`src/rtl/decade_pkg.sv`:
```
package decade_pkg;

  // Exclusive strobes issued by the control decoder each cycle.
  typedef struct packed {
    logic doClear;
    logic doLoad;
    logic doStep;
  } ctrlStrobes_t;

endpackage

```
`src/rtl/decade_ctrl.sv`:
```
module decade_ctrl
  import decade_pkg::*;
(
  input  logic         clearN,
  input  logic         loadN,
  input  logic         countEn,
  input  logic         carryEn,
  output ctrlStrobes_t strobes
);

  // Priority: clear, then load, then step. At most one strobe is high.
  always_comb begin
    strobes = '0;
    if (!clearN) begin
      strobes.doClear = 1'b1;
    end else if (!loadN) begin
      strobes.doLoad = 1'b1;
    end else if (countEn && carryEn) begin
      strobes.doStep = 1'b1;
    end
  end

endmodule

```
`src/rtl/decade_datapath.sv`:
```
module decade_datapath
  import decade_pkg::*;
#(
  parameter int WIDTH = 4,
  parameter int LAST  = 9
) (
  input  logic             clk,
  input  ctrlStrobes_t     strobes,
  input  logic             carryEn,
  input  logic [WIDTH-1:0] loadData,
  output logic [WIDTH-1:0] count,
  output logic             carryOut
);

  localparam logic [WIDTH-1:0] LAST_V = WIDTH'(LAST);
  localparam bit FULL_RANGE = (LAST == (1 << WIDTH) - 1);

  logic [WIDTH-1:0] countQ;
  logic [WIDTH-1:0] stepVal;
  logic             atOrAbove;

  // The wrap point is either the natural roll-over or a comparison.
  generate
    if (FULL_RANGE) begin : g_natural
      assign atOrAbove = 1'b0;
    end else begin : g_compare
      assign atOrAbove = (countQ >= LAST_V);
    end
  endgenerate

  assign stepVal = atOrAbove ? '0 : countQ + WIDTH'(1);

  always_ff @(posedge clk) begin
    if (strobes.doClear) begin
      countQ <= '0;
    end else if (strobes.doLoad) begin
      countQ <= loadData;
    end else if (strobes.doStep) begin
      countQ <= stepVal;
    end
  end

  assign count    = countQ;
  assign carryOut = carryEn && (countQ == LAST_V);

endmodule

```
`src/rtl/decade_stage.sv`:
```
module decade_stage
  import decade_pkg::*;
#(
  parameter int WIDTH = 4,
  parameter int LAST  = 9
) (
  input  logic             clk,
  input  logic             clearN,
  input  logic             loadN,
  input  logic             countEn,
  input  logic             carryEn,
  input  logic [WIDTH-1:0] loadData,
  output logic [WIDTH-1:0] count,
  output logic             carryOut
);

  ctrlStrobes_t strobes;

  decade_ctrl ctrl_i (
    .clearN  (clearN),
    .loadN   (loadN),
    .countEn (countEn),
    .carryEn (carryEn),
    .strobes (strobes)
  );

  decade_datapath #(
    .WIDTH (WIDTH),
    .LAST  (LAST)
  ) dp_i (
    .clk      (clk),
    .strobes  (strobes),
    .carryEn  (carryEn),
    .loadData (loadData),
    .count    (count),
    .carryOut (carryOut)
  );

endmodule

```
`config.mk`:
```
export PLATFORM = sky130hd
export DESIGN_NAME = decade_stage
export DESIGN_NICKNAME = d
export VERILOG_FILES = /design/src/rtl/decade_pkg.sv /design/src/rtl/decade_ctrl.sv /design/src/rtl/decade_datapath.sv /design/src/rtl/decade_stage.sv
export SDC_FILE = /design/constraint.sdc
export NUM_CORES = 1
export LEC_CHECK = 0
export ABC_AREA = 1
export BUFFER_PORTS_ARGS = -buffer_cell sky130_fd_sc_hd__buf_2
export CORE_AREA = 2 2 39 41
export CTS_CLUSTER_DIAMETER = 60
export DETAILED_ROUTE_END_ITERATION = 6
export DIE_AREA = 0 0 41 43
export PLACE_DENSITY = 0.45
export SETUP_SLACK_MARGIN = 0.2
export SYNTH_ARGS = -nofsm -noshare
export SYNTH_HDL_FRONTEND = slang
export SYNTH_SLANG_ARGS = --single-unit
```
`constraint.sdc`:
```
create_clock -name clk -period 1.25 [get_ports clk]
set_input_delay 0.0625 -clock clk [delete_from_list [all_inputs] [get_ports clk]]
set_output_delay 0.0625 -clock clk [all_outputs]
set_load 0.01 [all_outputs]
```
==> results_dict.tcl, run 1 <==
set metrics [dict create \
    status "completed" \
    routedWlPerCell_um 9.47 \
    cp_max_fo 3 \
    syn_inst 50 \
    cts_sinks 4 \
    synth_area_um2 313 \
    setup-violations-final 0 \
    start_kind "register" \
    multi_input_area_um2 231 \
    placed_area_um2 420 \
    path_clk_slew_ns 0.04 \
    cell_internal_pwr_uw 320 \
    leakage_uw 0.000253 \
    dr_total_vias 375 \
    cts_tree "built" \
    yosys.area.top_type "dfxtp_1" \
    syn_nets 62 \
    ir_worst_vdd_v 0.000518 \
    seq_area_um2 87.6 \
    drv_cap 0 \
    whs_ns 0.0838 \
    setup_tns_ns 0 \
    gr-total-overflow 0 \
    final_area_um2 489 \
    grt_setup_unrepaired "yes" \
    core-area_um2 1380 \
    pwr-share-clk_pct 38.5 \
    fin_cells 86 \
    area_delta_synth_final_pct 56.4 \
    gp_congestion 0.714 \
    hold_buffers 0 \
    max_slew_margin_pct 80.2 \
    fill_cells 167 \
    synth_cell_type_count 14 \
    finalCritPeriodShare_pct 91.9 \
    ys.warnings.count 0 \
    required_ns 1.42 \
    cts_buffer_depth 2 \
    nets 83 \
    grt_max_degree 10 \
    grt_pass1_wl_um 1240 \
    endpoint_kind "register" \
    antenna_found_initial 0 \
    rows 14 \
    skew_ns 0.00111 \
    portBuffers 13 \
    yosys_most_used_dff "dfxtp_1" \
    total_power_uw 467 \
    crit_arrival_ns 1.32 \
    crit_type "register to register" \
    root_buffer "clkbuf_4" \
    dp.final_hpwl_um 609 \
    drtIter0Drc 8 \
    io_pins 14 \
    cts_max_level 1 \
    place_inst 79 \
    drv_slew 0 \
    die_w_um 41 \
    grt_usage_pct 10.5 \
    drc 0 \
    cellPowerDensity_nw_per_um2 955 \
    swShare_pct 31.6 \
    via_per_inst 4.36 \
    drt_pass1_iterations 4 \
    hold_path_class "input pin to register" \
    drt_wl_total_um 814 \
    comb_power_share_pct 27.3 \
    layout-drive-gt1-share_pct 44.3 \
    syn_avg_cell_area_um2 6.26 \
    ant_nets 0 \
    synthTopCellsByCount "nand2_1 (13), inv_1 (9), nand3_1 (5), nor2_1 (5), dfxtp_1 (4)" \
    grt_pass1_vias 305 \
    cts_buffers 3 \
    antennaDiodeCount 0 \
    synth_enable_flop_cells 0 \
    hold_violations 0 \
    synth_top_area_share_pct 25.6 \
    yosysSeqAreaShare_pct 25.6 \
    p_seq_share_pct 34.1 \
    die_area_um2 1760 \
    p_sw_uw 147 \
    synth-async-reset-ratio_pct 0 \
    yosysMostFrequentCell "nand2_1" \
    clk_latency_ns 0.24 \
    fmax_mhz 870 \
    start_util_pct 22.6 \
    ys_ff_latch 4 \
    largest_reg_flops 4 \
    netlist_top_cells_area "dfxtp_1 (26%), nand2_1 (16%), ha_1 (12%)" \
    worstMarginPinSlew_ns 0.297 \
    min_period_ns 1.15 \
    die_h_um 43 \
]
critical path, stage by stage, from the launching register on:
cell	delay [ns]
dfxtp_4	0.36
inv_4	0.05
ha_4	0.16
nor2_4	0.08
nand2_2	0.06
nand2_2	0.08
nand2_2	0.06
nor2_1	0.10
nor2_1	0.05
nor2_1	0.10
cells by family after synthesis:
family	after synthesis	synth area share (%)
buffers and inverters	9	10.8
adders and majority gates	3	12.0
AOI/OAI and AO/OA	6	10.8
and+or+nand+nor	28	40.8
DFF	4	25.6
final timing paths:
check                start            end  slack, ns  cells past startpoint
max          dp_i.count[1]  dp_i.count[3]       0.10                      9
min            loadData[0]  dp_i.count[0]       0.08                      3
max reg2reg  dp_i.count[1]  dp_i.count[3]       0.10                      9
min reg2reg  dp_i.count[0]  dp_i.count[0]       0.62                      3
layer usage:
layer	GRT usage, %	routed length (µm)
met1	12.2	364
met2	15.3	391
met3	7.85	58
met4	2.00	0
met5	0	0
layout by cell type, fill, tap and decap left out:
cell      instances
a31oi_1           1
dfxtp_4           2
inv_2             1
buf_4             3
nor2_1            4
buf_2            13
inv_1             7
dfxtp_1           2
nor2_4            1
ha_1              2
o21ai_0           3
nand2_4           1
nand3_1           5
nand2_2           4
clkbuf_1          1
o21bai_1          1
nand4_1           2
ha_4              1
inv_4             1
nand2_1          10
clkbuf_4          3
nor3_2            1
a21oi_1           1
power groups by stage:
stage | combinational, µW | clock (µW) | sequential [µW]
global placement | 102 | 0 | 161
global route | 143 | 207 | 162
CTS | 107 | 191 | 160
detailed placement | 101 | 0 | 161
finish | 128 | 180 | 159
floorplan | 59.4 | 0 | 162
what timing repair did:
action / CTS / global route
endpoints found under the setup margin: 5 / 5
resized for setup: 1 / 6
hold endpoints to repair: 0 / 0
pin swaps: 1 / 5
buffers inserted: 1 / 2
stage by stage:
step	worst slack, ns	utilization [%]
CTS	0.0883	33.0
global placement	0.0968	30.4
global route	0.0180	35.4
detailed placement	0.0905	30.4
finish	0.101	35.4
floorplan	0.168	-
layout make-up:
class | count | share of cell area, %
inverter | 9 | 7.42
timing repair buffer | 16 | 17.9
clock buffer | 4 | 5.37
tap | 16 | 4.09
multi-input combinational | 37 | 47.3
sequential | 4 | 17.9
(Power assumes the default switching activity.)
==> inputs of run 2 (changes only) <==
--- a/config.mk
+++ b/config.mk
@@ -8,6 +8,7 @@
 export ABC_AREA = 1
 export BUFFER_PORTS_ARGS = -buffer_cell sky130_fd_sc_hd__buf_2
 export CORE_AREA = 2 2 39 41
+export CTS_BUF_LIST = sky130_fd_sc_hd__clkbuf_16
 export CTS_CLUSTER_DIAMETER = 60
 export DETAILED_ROUTE_END_ITERATION = 6
 export DIE_AREA = 0 0 41 43
==> run 2 against run 1 <==
  * Worst hold slack improved by 0.018 ns
  * Critical path depth stayed put
  * Clock skew down 0.00077 ns
  * Global-route usage is 0.10 points higher
  * First-iteration DRC count shrank 100%
  * Final cell count unchanged
  * Register-to-register slack about the same
  * Sequential share of layout area down 1.7 points
  * Combinational power is essentially flat
  * Utilization grew 3.8 points
  * Critical endpoint unchanged
  * Largest cell class unchanged
==> results_dict.tcl, run 2 (same netlist as run 1, synthesis figures left out) <==
set metrics [dict create \
    hold_path_class "input pin to register" \
    gr-total-overflow 0 \
    regToRegEndpoint "dp_i.count[3]" \
    grt_usage_pct 10.6 \
    finalWorstSetupSlack_ns 0.109 \
    grt_setup_unrepaired "yes" \
    cts_buffer_depth 2 \
    met1_usage_pct 12.5 \
    place_inst 79 \
    io_pins 14 \
    met3_usage_pct 7.85 \
    multi_input_area_um2 231 \
    fmax_mhz 877 \
    core-area_um2 1380 \
    place_ws_ns 0.0905 \
    reg2reg_depth 9 \
    die_h_um 43 \
    ant_nets 0 \
    start_kind "register" \
    portBuffers 13 \
    die_w_um 41 \
    routedWlPerCell_um 9.49 \
    min_period_ns 1.14 \
    largest_reg_flops 4 \
    gp_congestion 0.714 \
    hold_buffers 0 \
    drt_wl_total_um 816 \
    grt_pass1_vias 318 \
    layout_common_cells "buf_2 (13), nand2_1 (10), inv_1 (8), nand3_1 (5)" \
    drv_slew 0 \
    status "completed" \
    endpoint_kind "register" \
    max_slew_margin_pct 79.8 \
    rows 14 \
    fill_cells 165 \
    fin_cells 86 \
    drv_cap 0 \
    cell_internal_pwr_uw 613 \
    cpMaxStageDelayCell "dfxtp_4" \
    via_per_inst 4.31 \
    setup-violations-final 0 \
    crit_path_cell_trace "inv_4, ha_4, nor2_4, nand2_2, nand2_2, nand2_2, nor2_1, nor2_1, nor2_1" \
    cts_sinks 4 \
    grt_use_met2_pct 16.3 \
    rrSetupSlack_ns 0.11 \
    crit_arrival_ns 1.30 \
    drt_pass1_iterations 1 \
    cts_tree "built" \
    comb_power_share_pct 16.1 \
    cts_buffers 3 \
    drtIter0Drc 0 \
    nets 83 \
    worstMarginPinSlew_ns 0.303 \
    root_buffer "clkbuf_16" \
    r2r-start "dp_i.count[1]" \
    total_power_uw 792 \
    antenna_found_initial 0 \
    area_delta_synth_final_pct 73.2 \
    dr_total_vias 371 \
    grt_max_degree 10 \
    ir_worst_vdd_v 0.00132 \
    dp.final_hpwl_um 609 \
    leakage_uw 0.000280 \
    pwr-share-clk_pct 63.7 \
    placed_area_um2 420 \
    skew_ns 0.000339 \
    grt_pass1_wl_um 1260 \
    cp_max_fo 3 \
    cts_max_level 1 \
    crit_start "dp_i.count[1]" \
    crit_path_max_incr_delay_ns 0.36 \
    hold_violations 0 \
    final_common_cell "buf_2" \
    cp-endpoint "dp_i.count[3]" \
    drc 0 \
    grt.busiest_layer "met2" \
    crit_type "register to register" \
    start_util_pct 22.6 \
    seq_area_um2 87.6 \
    setup_tns_ns 0 \
    path_clk_slew_ns 0.03 \
    finalCritPeriodShare_pct 91.2 \
    die_area_um2 1760 \
    layout-drive-gt1-share_pct 44.3 \
    p_seq_share_pct 20.2 \
    clk_latency_ns 0.22 \
    final_area_um2 542 \
    required_ns 1.41 \
    p_sw_uw 180 \
    swShare_pct 22.7 \
    antennaDiodeCount 0 \
    cellPowerDensity_nw_per_um2 1460 \
]
run 2: routing by layer:
| layer | part of all wire (%) | vias up |
|---|---|---|
| met5 | 0 | - |
| met2 | 48 | 7 |
| met1 | 45 | 165 |
| li1 | - | 199 |
| met3 | 6.0 | 0 |
| met4 | 0 | 0 |
run 2: power groups by stage:
stage	Combinational [µW]	Clock [µW]	Sequential (µW)
after floorplan	59.4	0	162
after global placement	102	0	161
after detailed placement	101	0	161
after CTS	115	515	160
after global routing	143	530	163
final	127	505	160
run 2: worst max-delay path: cells and delay by family (launching register included):
family | cells | cell delay [ns]
adders and majority gates | 1 | 0.16
buffers and inverters | 1 | 0.05
DFF | 1 | 0.36
and+or+nand+nor | 7 | 0.52
run 2: stage by stage:
step / util, % / hold slack (ns)
after floorplan: - / 0.184
after global placement: 30.4 / 0.335
after detailed placement: 30.4 / 0.335
after CTS: 37.7 / 0.102
after global routing: 39.2 / 0.135
final: 39.2 / 0.102
run 2: worst min path at each step:
stage,start,endpoint,cells past startpoint
floorplan,clearN,dp_i.count[1],2
global placement,loadData[0],dp_i.count[0],3
detailed placement,loadData[0],dp_i.count[0],3
CTS,loadData[0],dp_i.count[0],3
global route,loadData[0],dp_i.count[0],3
finish,loadData[0],dp_i.count[0],3
run 2: what timing repair did:
action | CTS | global route
pin swaps | 1 | 5
endpoints found under the setup margin | 5 | 5
gates resized for setup | 3 | 4
buffers inserted | 2 | 1
run 2: final cells by class:
type | count | share of cell area [%]
clock buffers | 3 | 13.9
clock inverters | 1 | 0.693
inverters | 9 | 6.70
multi-input cells | 37 | 42.7
flip-flops and latches | 4 | 16.2
well taps | 16 | 3.70
repair buffers | 16 | 16.2
